`config.mk`:
```
export PLATFORM = sky130hd
export DESIGN_NAME = can_bit_timer
export DESIGN_NICKNAME = d
export VERILOG_FILES = /design/src/rtl/can_bt_pkg.sv /design/src/rtl/can_bt_edge.sv /design/src/rtl/can_bt_phase.sv /design/src/rtl/can_bt_seq.sv /design/src/rtl/can_bit_timer.sv
export SDC_FILE = /design/constraint.sdc
export NUM_CORES = 1
export LEC_CHECK = 0
export BUFFER_PORTS_ARGS = -buffer_cell sky130_fd_sc_hd__buf_2
export CORE_AREA = 3 3 57 85
export CTS_BUF_LIST = sky130_fd_sc_hd__clkbuf_16
export DETAILED_ROUTE_END_ITERATION = 6
export DIE_AREA = 0 0 60 88
export GPL_TIMING_DRIVEN = 0
export PLACE_DENSITY = 0.85
export SLEW_MARGIN = 30
export SYNTH_ARGS = -nofsm -noshare
export SYNTH_HDL_FRONTEND = slang
export SYNTH_HIERARCHICAL = 1
export SYNTH_SLANG_ARGS = --single-unit
```
`constraint.sdc`:
```
create_clock -name clk -period 6 [get_ports clk]
set_input_delay 1.2 -clock clk [delete_from_list [all_inputs] [get_ports clk]]
set_output_delay 1.2 -clock clk [all_outputs]
set_load 0.005 [all_outputs]
```
`src/rtl/can_bt_pkg.sv`:
```
package can_bt_pkg;

  typedef enum logic [1:0] {
    SEG_SYNC  = 2'd0,
    SEG_TSEG1 = 2'd1,
    SEG_PH2   = 2'd2
  } seg_e;

endpackage

```
`src/rtl/can_bt_edge.sv`:
```
module can_bt_edge (
  input  logic clk,
  input  logic rst_n,
  input  logic tq_en_i,
  input  logic rx_i,
  output logic fall_o
);

  logic prev_q;
  logic prev_n;

  always_comb begin
    prev_n = prev_q;
    if (tq_en_i) prev_n = rx_i;
  end

  always_ff @(posedge clk or negedge rst_n) begin
    if (!rst_n) prev_q <= 1'b1;
    else        prev_q <= prev_n;
  end

  // recessive in the previous quantum, dominant in this one
  assign fall_o = tq_en_i && prev_q && !rx_i;

endmodule

```
`src/rtl/can_bt_phase.sv`:
```
module can_bt_phase #(
  parameter int LEN_W = 4,
  parameter int SJW_W = 3,
  parameter int CNT_W = LEN_W + 2
) (
  input  logic [CNT_W-1:0] q_i,
  input  logic [LEN_W-1:0] ph2_i,
  input  logic [SJW_W-1:0] sjw_i,
  output logic [CNT_W-1:0] ext_o,
  output logic             restart_o,
  output logic [LEN_W-1:0] short_o
);

  logic [CNT_W-1:0] sjw_w;
  logic [CNT_W-1:0] ph2_w;
  logic [CNT_W-1:0] late_err;
  logic [CNT_W-1:0] early_err;

  always_comb begin
    sjw_w     = CNT_W'(sjw_i);
    ph2_w     = CNT_W'(ph2_i);
    late_err  = q_i + CNT_W'(1);
    early_err = ph2_w - q_i;
    ext_o     = (late_err > sjw_w) ? sjw_w : late_err;
    restart_o = (early_err <= sjw_w);
    short_o   = LEN_W'(ph2_w - sjw_w);
  end

endmodule

```
`src/rtl/can_bt_seq.sv`:
```
module can_bt_seq
  import can_bt_pkg::*;
#(
  parameter int LEN_W = 4,
  parameter int SJW_W = 3,
  parameter int CNT_W = LEN_W + 2
) (
  input  logic             clk,
  input  logic             rst_n,
  input  logic             tq_en_i,
  input  logic             rx_i,
  input  logic             fall_i,
  input  logic             hs_en_i,
  input  logic [LEN_W-1:0] prop_i,
  input  logic [LEN_W-1:0] ph1_i,
  input  logic [LEN_W-1:0] ph2_len_i,
  input  logic [SJW_W-1:0] sjw_i,
  input  logic [CNT_W-1:0] ext_i,
  input  logic             restart_i,
  input  logic [LEN_W-1:0] short_i,
  output logic [CNT_W-1:0] q_o,
  output logic [LEN_W-1:0] ph2_o,
  output logic             bit_stb_o,
  output logic             smp_stb_o,
  output logic             smp_bit_o
);

  seg_e             seg_q, seg_n;
  logic [CNT_W-1:0] q_q, q_n, q_inc;
  logic [CNT_W-1:0] t1_q, t1_n, t1_len, t1_base;
  logic [LEN_W-1:0] ph2_q, ph2_n, ph2_cut;
  logic             done_q, done_n;
  logic             bit_hit, smp_hit;
  logic             bit_q, smp_q;
  logic             smp_bit_q, smp_bit_n;
  logic             hard_hit, corr_ok;

  assign t1_base  = CNT_W'(prop_i) + CNT_W'(ph1_i);
  assign q_inc    = q_q + CNT_W'(1);
  assign hard_hit = hs_en_i && fall_i;
  assign corr_ok  = fall_i && !done_q;

  always_comb begin
    seg_n     = seg_q;
    q_n       = q_q;
    t1_n      = t1_q;
    ph2_n     = ph2_q;
    done_n    = done_q;
    smp_bit_n = smp_bit_q;
    bit_hit   = 1'b0;
    smp_hit   = 1'b0;
    t1_len    = t1_q;
    ph2_cut   = ph2_q;
    if (tq_en_i) begin
      if (hard_hit) begin
        bit_hit = 1'b1;
        seg_n   = SEG_TSEG1;
        q_n     = '0;
        t1_n    = t1_base;
        done_n  = 1'b1;
      end else begin
        unique case (seg_q)
          SEG_SYNC: begin
            bit_hit = 1'b1;
            seg_n   = SEG_TSEG1;
            q_n     = '0;
            t1_n    = t1_base;
          end
          SEG_TSEG1: begin
            if (corr_ok) begin
              t1_len = t1_q + ext_i;
              done_n = 1'b1;
            end
            t1_n = t1_len;
            if (q_inc == t1_len) begin
              smp_hit   = 1'b1;
              smp_bit_n = rx_i;
              seg_n     = SEG_PH2;
              q_n       = '0;
              ph2_n     = ph2_len_i;
              done_n    = 1'b0;
            end else begin
              q_n = q_inc;
            end
          end
          SEG_PH2: begin
            if (corr_ok && restart_i) begin
              bit_hit = 1'b1;
              seg_n   = SEG_TSEG1;
              q_n     = '0;
              t1_n    = t1_base;
              done_n  = 1'b1;
            end else begin
              if (corr_ok) begin
                ph2_cut = short_i;
                done_n  = 1'b1;
              end
              ph2_n = ph2_cut;
              if (CNT_W'(ph2_cut) == q_inc) begin
                seg_n = SEG_SYNC;
                q_n   = '0;
              end else begin
                q_n = q_inc;
              end
            end
          end
          default: seg_n = SEG_SYNC;
        endcase
      end
    end
  end

  always_ff @(posedge clk or negedge rst_n) begin
    if (!rst_n) begin
      seg_q     <= SEG_SYNC;
      q_q       <= '0;
      t1_q      <= '0;
      ph2_q     <= '0;
      done_q    <= 1'b0;
      bit_q     <= 1'b0;
      smp_q     <= 1'b0;
      smp_bit_q <= 1'b1;
    end else begin
      seg_q     <= seg_n;
      q_q       <= q_n;
      t1_q      <= t1_n;
      ph2_q     <= ph2_n;
      done_q    <= done_n;
      bit_q     <= bit_hit;
      smp_q     <= smp_hit;
      smp_bit_q <= smp_bit_n;
    end
  end

  assign q_o       = q_q;
  assign ph2_o     = ph2_q;
  assign bit_stb_o = bit_q;
  assign smp_stb_o = smp_q;
  assign smp_bit_o = smp_bit_q;

  AST_STB_EXCL: assert property (@(posedge clk) disable iff (!rst_n)
    !(bit_q && smp_q));
  AST_STB_TICK: assert property (@(posedge clk) disable iff (!rst_n)
    (bit_q || smp_q) |-> $past(tq_en_i));
  AST_T1_RANGE: assert property (@(posedge clk) disable iff (!rst_n)
    (seg_q == SEG_TSEG1) |-> (q_q < t1_q));
  AST_PH2_RANGE: assert property (@(posedge clk) disable iff (!rst_n)
    (seg_q == SEG_PH2) |-> (q_q < CNT_W'(ph2_q)));
  AST_EXT_CAP: assert property (@(posedge clk) disable iff (!rst_n)
    (seg_q == SEG_TSEG1) |-> (t1_q <= t1_base + CNT_W'(sjw_i)));
  AST_PH2_FLOOR: assert property (@(posedge clk) disable iff (!rst_n)
    (seg_q == SEG_PH2) |-> (CNT_W'(ph2_q) + CNT_W'(sjw_i) >= CNT_W'(ph2_len_i)));
  AST_ONE_CORR: assert property (@(posedge clk) disable iff (!rst_n)
    (tq_en_i && done_q && seg_q == SEG_TSEG1 && !hard_hit) |=> (t1_q == $past(t1_q)));

endmodule

```
`src/rtl/can_bit_timer.sv`:
```
module can_bit_timer #(
  parameter int LEN_W = 4,
  parameter int SJW_W = 3
) (
  input  logic             clk,
  input  logic             rst_n,
  input  logic             tq_en,
  input  logic             rx_bit,
  input  logic             hs_en,
  input  logic [LEN_W-1:0] prop_len,
  input  logic [LEN_W-1:0] ph1_len,
  input  logic [LEN_W-1:0] ph2_len,
  input  logic [SJW_W-1:0] sjw_len,
  output logic             sample_stb,
  output logic             sample_bit,
  output logic             bit_stb
);

  localparam int CNT_W = LEN_W + 2;

  logic             fall;
  logic [CNT_W-1:0] q_cur;
  logic [LEN_W-1:0] ph2_cur;
  logic [CNT_W-1:0] ext;
  logic             restart;
  logic [LEN_W-1:0] ph2_short;

  can_bt_edge u_edge (
    .clk     (clk),
    .rst_n   (rst_n),
    .tq_en_i (tq_en),
    .rx_i    (rx_bit),
    .fall_o  (fall)
  );

  can_bt_phase #(.LEN_W(LEN_W), .SJW_W(SJW_W), .CNT_W(CNT_W)) u_phase (
    .q_i       (q_cur),
    .ph2_i     (ph2_cur),
    .sjw_i     (sjw_len),
    .ext_o     (ext),
    .restart_o (restart),
    .short_o   (ph2_short)
  );

  can_bt_seq #(.LEN_W(LEN_W), .SJW_W(SJW_W), .CNT_W(CNT_W)) u_seq (
    .clk       (clk),
    .rst_n     (rst_n),
    .tq_en_i   (tq_en),
    .rx_i      (rx_bit),
    .fall_i    (fall),
    .hs_en_i   (hs_en),
    .prop_i    (prop_len),
    .ph1_i     (ph1_len),
    .ph2_len_i (ph2_len),
    .sjw_i     (sjw_len),
    .ext_i     (ext),
    .restart_i (restart),
    .short_i   (ph2_short),
    .q_o       (q_cur),
    .ph2_o     (ph2_cur),
    .bit_stb_o (bit_stb),
    .smp_stb_o (sample_stb),
    .smp_bit_o (sample_bit)
  );

  AST_CFG_SJW: assert property (@(posedge clk) disable iff (!rst_n)
    (sjw_len != '0) && (LEN_W'(sjw_len) <= ph2_len));

endmodule

```
After elaboration in Yosys (flattened, before gate mapping)
Cells that the tools add are included.
{"block": "totals", "reg_bits": 23, "latchBits": 0, "ram_bits": 0, "mem_bits_ro": 0, "input_bits": 20, "out_inout_bits": 3, "mem_count": 0}
{"block": "op_classes", "n_addsub": 5, "n_mul": 0, "n_div": 0, "n_lt_le_gt_ge": 2, "n_eq_ne": 9, "shifts": 0, "mux": 39, "bitwise": 1, "n_reduce_logical": 17}
{"cell": "$mux 6", "count": 11}
{"cell": "$pmux 6 s3", "count": 2}
{"cell": "$mux 4", "count": 7}
{"cell": "$mux 1", "count": 11}
{"cell": "$mux 2", "count": 4}
{"cell": "$pmux 4 s2", "count": 1}
{"cell": "$add 6x1->6 const B", "count": 1}
{"cell": "$add 6x6->6", "count": 1}
{"cell": "$eq 4x6->1", "count": 1}
{"cell": "$eq 6x6->1", "count": 1}
{"cell": "$gt 6x3->1", "count": 1}
{"cell": "$le 6x3->1", "count": 1}
{"cell": "$ne 3x1->1 const B", "count": 2}
{"cell": "$pmux 2 s3", "count": 1}
{"cell": "$reduce_and 3->1", "count": 2}
{"cell": "$sub 4x6->6", "count": 1}
{"cell": "$add 4x4->5", "count": 1}
{"cell": "$logic_and 1x1->1", "count": 5}
{"cell": "$reduce_and 5->1", "count": 1}
{"cell": "$ne 4x1->1 const B", "count": 1}
{"cell": "$pmux 1 s2", "count": 2}
{"cell": "$reduce_and 2->1", "count": 2}
{"cell": "$reduce_and 4->1", "count": 1}
{"cell": "$reduce_bool 4->1", "count": 1}
{"cell": "10 further kinds", "count": 11}

Longest topological paths before layout
{"block": "logic_depth", "ltp_word": 13, "depth_mapped": 17}

By module
The synthesis kept the hierarchy.
{"module": "can_bt_seq", "n_inst": 1, "cells_per_inst": 201, "area_each_um2": 1830.5, "seq_area_each_um2": 551.8}
{"module": "can_bt_phase", "n_inst": 1, "cells_per_inst": 73, "area_each_um2": 601.8, "seq_area_each_um2": 0.0}
{"module": "can_bt_edge", "n_inst": 1, "cells_per_inst": 3, "area_each_um2": 51.3, "seq_area_each_um2": 26.3}

Worst setup path after synthesis
OpenSTA, ideal clock, no wires.
{"block": "synth_timing", "path_type": "input to register", "start": "input port sjw_len[1]", "end": "register u_seq.ph2_q[0], in the netlist u_seq/ph2_o[0]", "setup_ns": 0.128, "arrival_time_ns": 4.418, "path_slack_ns": 1.454, "stages": 15, "n_path_buf": 0, "path_cell_list": "inv_1 -> ha_1 -> nand3_1 -> o21ai_0 -> o221ai_2 -> mux2_1 -> ha_1 -> a211oi_1 -> o21ai_0 -> mux2i_1 -> nand3_1 -> a2111oi_4 -> nor2b_2 -> nor2_2 -> mux2_1"}
{"block": "synth_between", "elab_chain_cells": 10, "word_cells_on_any_way": 13, "cone_classes": "1 x add/sub; 2 x order compare; 3 x eq/ne; 5 x mux; 2 x reduce/logical"}
{"item": "start, declared", "line": "can_bit_timer.sv:13", "text": "input logic [SJW_W-1:0] sjw_len,"}
{"item": "$gt 6x3->1", "line": "can_bt_phase.sv:24", "text": "ext_o = (late_err > sjw_w) ? sjw_w : late_err;"}
{"item": "$mux 6 *", "line": "can_bt_phase.sv:24"}
{"item": "net ext[1]", "line": "can_bit_timer.sv:24", "text": "logic [CNT_W-1:0] ext;"}
{"item": "$add 6x6->6 *", "line": "can_bt_seq.sv:71", "text": "t1_len = t1_q + ext_i;"}
{"item": "$mux 6 *", "line": "can_bt_seq.sv:70", "text": "if (corr_ok) begin"}
{"item": "$mux 6 *", "line": "can_bt_seq.sv:62", "text": "unique case (seg_q)"}
{"item": "$mux 6 *", "line": "can_bt_seq.sv:55", "text": "if (hard_hit) begin"}
{"item": "$mux 6 *", "line": "can_bt_seq.sv:54", "text": "if (tq_en_i) begin"}
{"item": "$eq 6x6->1 *", "line": "can_bt_seq.sv:75", "text": "if (q_inc == t1_len) begin"}
{"item": "$ne 2x1->1 (no line) *"}
{"item": "$reduce_and 5->1 (no line) *"}
{"item": "end signal, assigned", "line": "can_bt_seq.sv:127", "text": "ph2_q <= ph2_n;"}
{"item": "end, declared", "line": "can_bt_seq.sv:31", "text": "logic [LEN_W-1:0] ph2_q, ph2_n, ph2_cut;"}
Mark *: on every way through the listed nets, which the timed path passes. The rest lies on a longest branch. The select of a mux whose other input is x is not followed.
A chain may end at the register's enable or synchronous reset.

Worst setup path in the final report
{"block": "layout_timing", "start": "input port sjw_len[1]", "end": "register u_seq.ph2_q[3], in the netlist u_seq/ph2_o[3]"}
The elaborated chain is that of the path after synthesis.

==> results.sh <==
export IMPL_ys_types=70
export IMPL_ys_seq_elements=23
export IMPL_dieWidth_um=60
export IMPL_rows=29
export IMPL_layout_drive_gt1_share_pct=18.36
export IMPL_cts_root_buf="clkbuf_16"
export IMPL_cts_resized=0
export IMPL_num_io_pins=23
export IMPL_numCtsBuffers=3
export IMPL_synth_largest_area_cell="dfrtp_1"
export IMPL_async_flop_share_pct=100.0
export IMPL_ys_warn_count=6
export IMPL_num_vias=2121
export IMPL_final_setup_tns_ps=0
export IMPL_end_kind="flop"
export IMPL_drv_cap=0
export IMPL_period_share_pct=82.48
export IMPL_worstPathCellList="buf_2 -> inv_1 -> ha_1 -> nand3_1 -> o21ai_0 -> o221ai_2 -> mux2_1 -> ha_1 -> a211oi_1 -> o21ai_0 -> mux2i_1 -> nand3_1 -> a2111oi_4 -> nor2b_2 -> nor2_2 -> mux2_1"
export IMPL_grt_pass1_wl_um=9618
export IMPL_netlist_area_leader_share_pct=21.16
export IMPL_slew_limit_headroom_pct=50.76
export IMPL_critical_path_top_delay_family="compound AO/OA/AOI/OAI gates"
export IMPL_fin_nets=358
export IMPL_synthTopCellsByArea="dfrtp_1 (21%), ha_1 (14%), xnor2_1 (4.6%), inv_1 (4.1%), mux2i_1 (4.0%)"
export IMPL_avgSynthCellArea_um2=8.966
export IMPL_drt_iter0_drc=90
export IMPL_grt_usage_pct=23.54
export IMPL_seq_area_frac_synth_pct=23.27
export IMPL_fmax_mhz=202.1
export IMPL_path_max_fanout=7
export IMPL_clk_latency_ps=260
export IMPL_synthCells=277
export IMPL_cts_tree="yes"
export IMPL_max_stage_delay_ps=430
export IMPL_grt_max_degree=24
export IMPL_coreArea_mm2=0.004209
export IMPL_cts_sinks=23
export IMPL_diodes=0
export IMPL_status="complete, no violations"
export IMPL_crit_type="in2reg"
export IMPL_worstPathArrival_ps=5090
export IMPL_crit_path_top_delay_cell="mux2_1"
export IMPL_peakVddDrop_v=0.0002952
export IMPL_rsz0062_at_grt="false"
export IMPL_die_area_mm2=0.005280
export IMPL_die_h_um=88
export IMPL_drt_wl_total_um=5631
export IMPL_post_route_min_period_ps=4949
export IMPL_dr_pass1_iters=4
export IMPL_cts_buffer_depth=2
export IMPL_hold_buffers=0
export IMPL_leakage_nw=1.274
export IMPL_place_gp_congestion=0.9146
export IMPL_hold_viol_final=0
export IMPL_io_buffers=22
export IMPL_power_mw=1.138
export IMPL_maxSlewViolCount=0
export IMPL_finClkSkew_ps=2.587
export IMPL_postCtsSetupRepairBufs=0
export IMPL_clk_pin_slew_ps=60
export IMPL_worstMarginPinSlew_ps=738.6
export IMPL_start_kind="input pin"
export IMPL_path_buf_inv=2
export IMPL_wl_per_cell_um=16.04
export IMPL_holdWs_ps=523.3
export IMPL_area_growth_pct=10.28
export IMPL_vias_per_cell=6.043
export IMPL_drc=0
export IMPL_post_dp_hpwl_um=4430
export IMPL_mostFrequentLayoutCells="ha_1 (28), inv_1 (27), buf_2 (25)"
export IMPL_start_util_pct=59.01
export IMPL_netlist_area_mm2=0.002484
export IMPL_antenna_found_initial=0
export IMPL_finalSetupViolCount=0
export IMPL_grt_pass1_vias=2187
export IMPL_route_antenna_remaining_nets=0
export IMPL_synth_edf_count=0
export IMPL_grt_overflow=0
export IMPL_final_common_cell="ha_1"
export IMPL_cts_htree_levels=1
export IMPL_powerDensity_mw_per_mm2=415.5
export IMPL_yosys_most_used_dff="dfrtp_1"
export IMPL_hold_path_class="reg2reg"
export IMPL_cp_required_ps=6140
[final cells by class]
class,count,area (µm²)
buffer,9,56.30
clock buffer,3,75.07
clock inverter,1,5.005
fill,343,1470
inverter,27,101.3
multi-input combinational,220,1755
sequential,23,578.1
tap,46,57.56
timing repair buffer,22,110.1
[synthesized netlist by cell type, types with 2 or more instances]
cell,instances
dfrtp_1,21
inv_1,27
or3_1,2
nor3b_1,3
buf_4,3
xnor2_1,13
dfstp_2,2
mux2_1,5
fa_1,4
nand3_1,10
a21o_1,5
or3_2,3
o21ai_0,18
mux2_2,2
a21oi_1,15
o22ai_1,2
ha_1,28
a211oi_1,3
xor2_1,6
a22oi_1,2
and2_1,4
nand4_1,2
mux2i_1,10
nor2_1,12
o211ai_1,2
nor2b_1,9
buf_2,3
a31oi_1,6
nand2_1,14
[flip-flops by register name, summed over array words and instances, names as in the netlist]
register and flops:
u_seq/smp_stb_o 1, u_seq/q_o 6, u_seq/bit_stb_o 1, u_seq/t1_q 6, u_edge/prev_q 1, u_seq/done_q 1
u_seq/seg_q 2, u_seq/smp_bit_o 1, u_seq/ph2_o 4
[through the flow]
stage / utilization, % / setup slack [ps] / instance area [µm²] / std cells
2_1_floorplan: - / 1454 / 2491 / 279
3_3_place_gp: 63.17 / 884.4 / 2659 / 347
3_5_place_dp: 63.17 / 792.6 / 2659 / 347
4_1_cts: 65.07 / 1064 / 2739 / 351
5_1_grt: 65.07 / 809.3 / 2739 / 351
6_report: 65.07 / 1051 / 2739 / 351
[power by group]
part,total [mW],internal (mW),switching [mW]
combinational,0.729,0.322,0.406
clock,0.146,0.0897,0.0562
sequential,0.263,0.205,0.0581
[path summary, 6_finish.rpt]
| check | start | to | slack, ps | cells after the start |
|---|---|---|---|---|
| min | u_seq/ph2_o[0] | u_seq/ph2_o[0] | 520 | 1 |
| max reg2reg | u_seq/q_o[0] | u_seq/ph2_o[3] | 1120 | 16 |
| min in group asynchronous | rst_n | u_seq/smp_stb_o | 920 | 1 |
| max | sjw_len[1] | u_seq/ph2_o[3] | 1050 | 16 |
| max in group asynchronous | rst_n | u_edge/prev_q | 4720 | 1 |
| min reg2reg | u_seq/ph2_o[0] | u_seq/ph2_o[0] | 520 | 1 |
[layer usage]
layer / up-vias / part of all wire, % / GRT usage (%)
met5: - / 0 / 0
met2: 65 / 55 / 44.98
met3: 19 / 3.3 / 1.917
li1: 1048 / - / -
met4: 0 / 3.3 / 10.08
met1: 989 / 38 / 25.25
[logic make-up after synthesis]
kind of cell	count (synthesis)	synth area share, %
adder cells (fa/ha/maj)	32	17.33
buffers and inverters	36	6.347
flip-flops	23	23.27
multiplexers	18	7.808
AND/OR/NAND/NOR	75	17.23
other	1	0.1510
AO/OA/AOI/OAI	72	20.50
XOR/XNOR	20	7.355
Power figures use the tool's default switching activity.
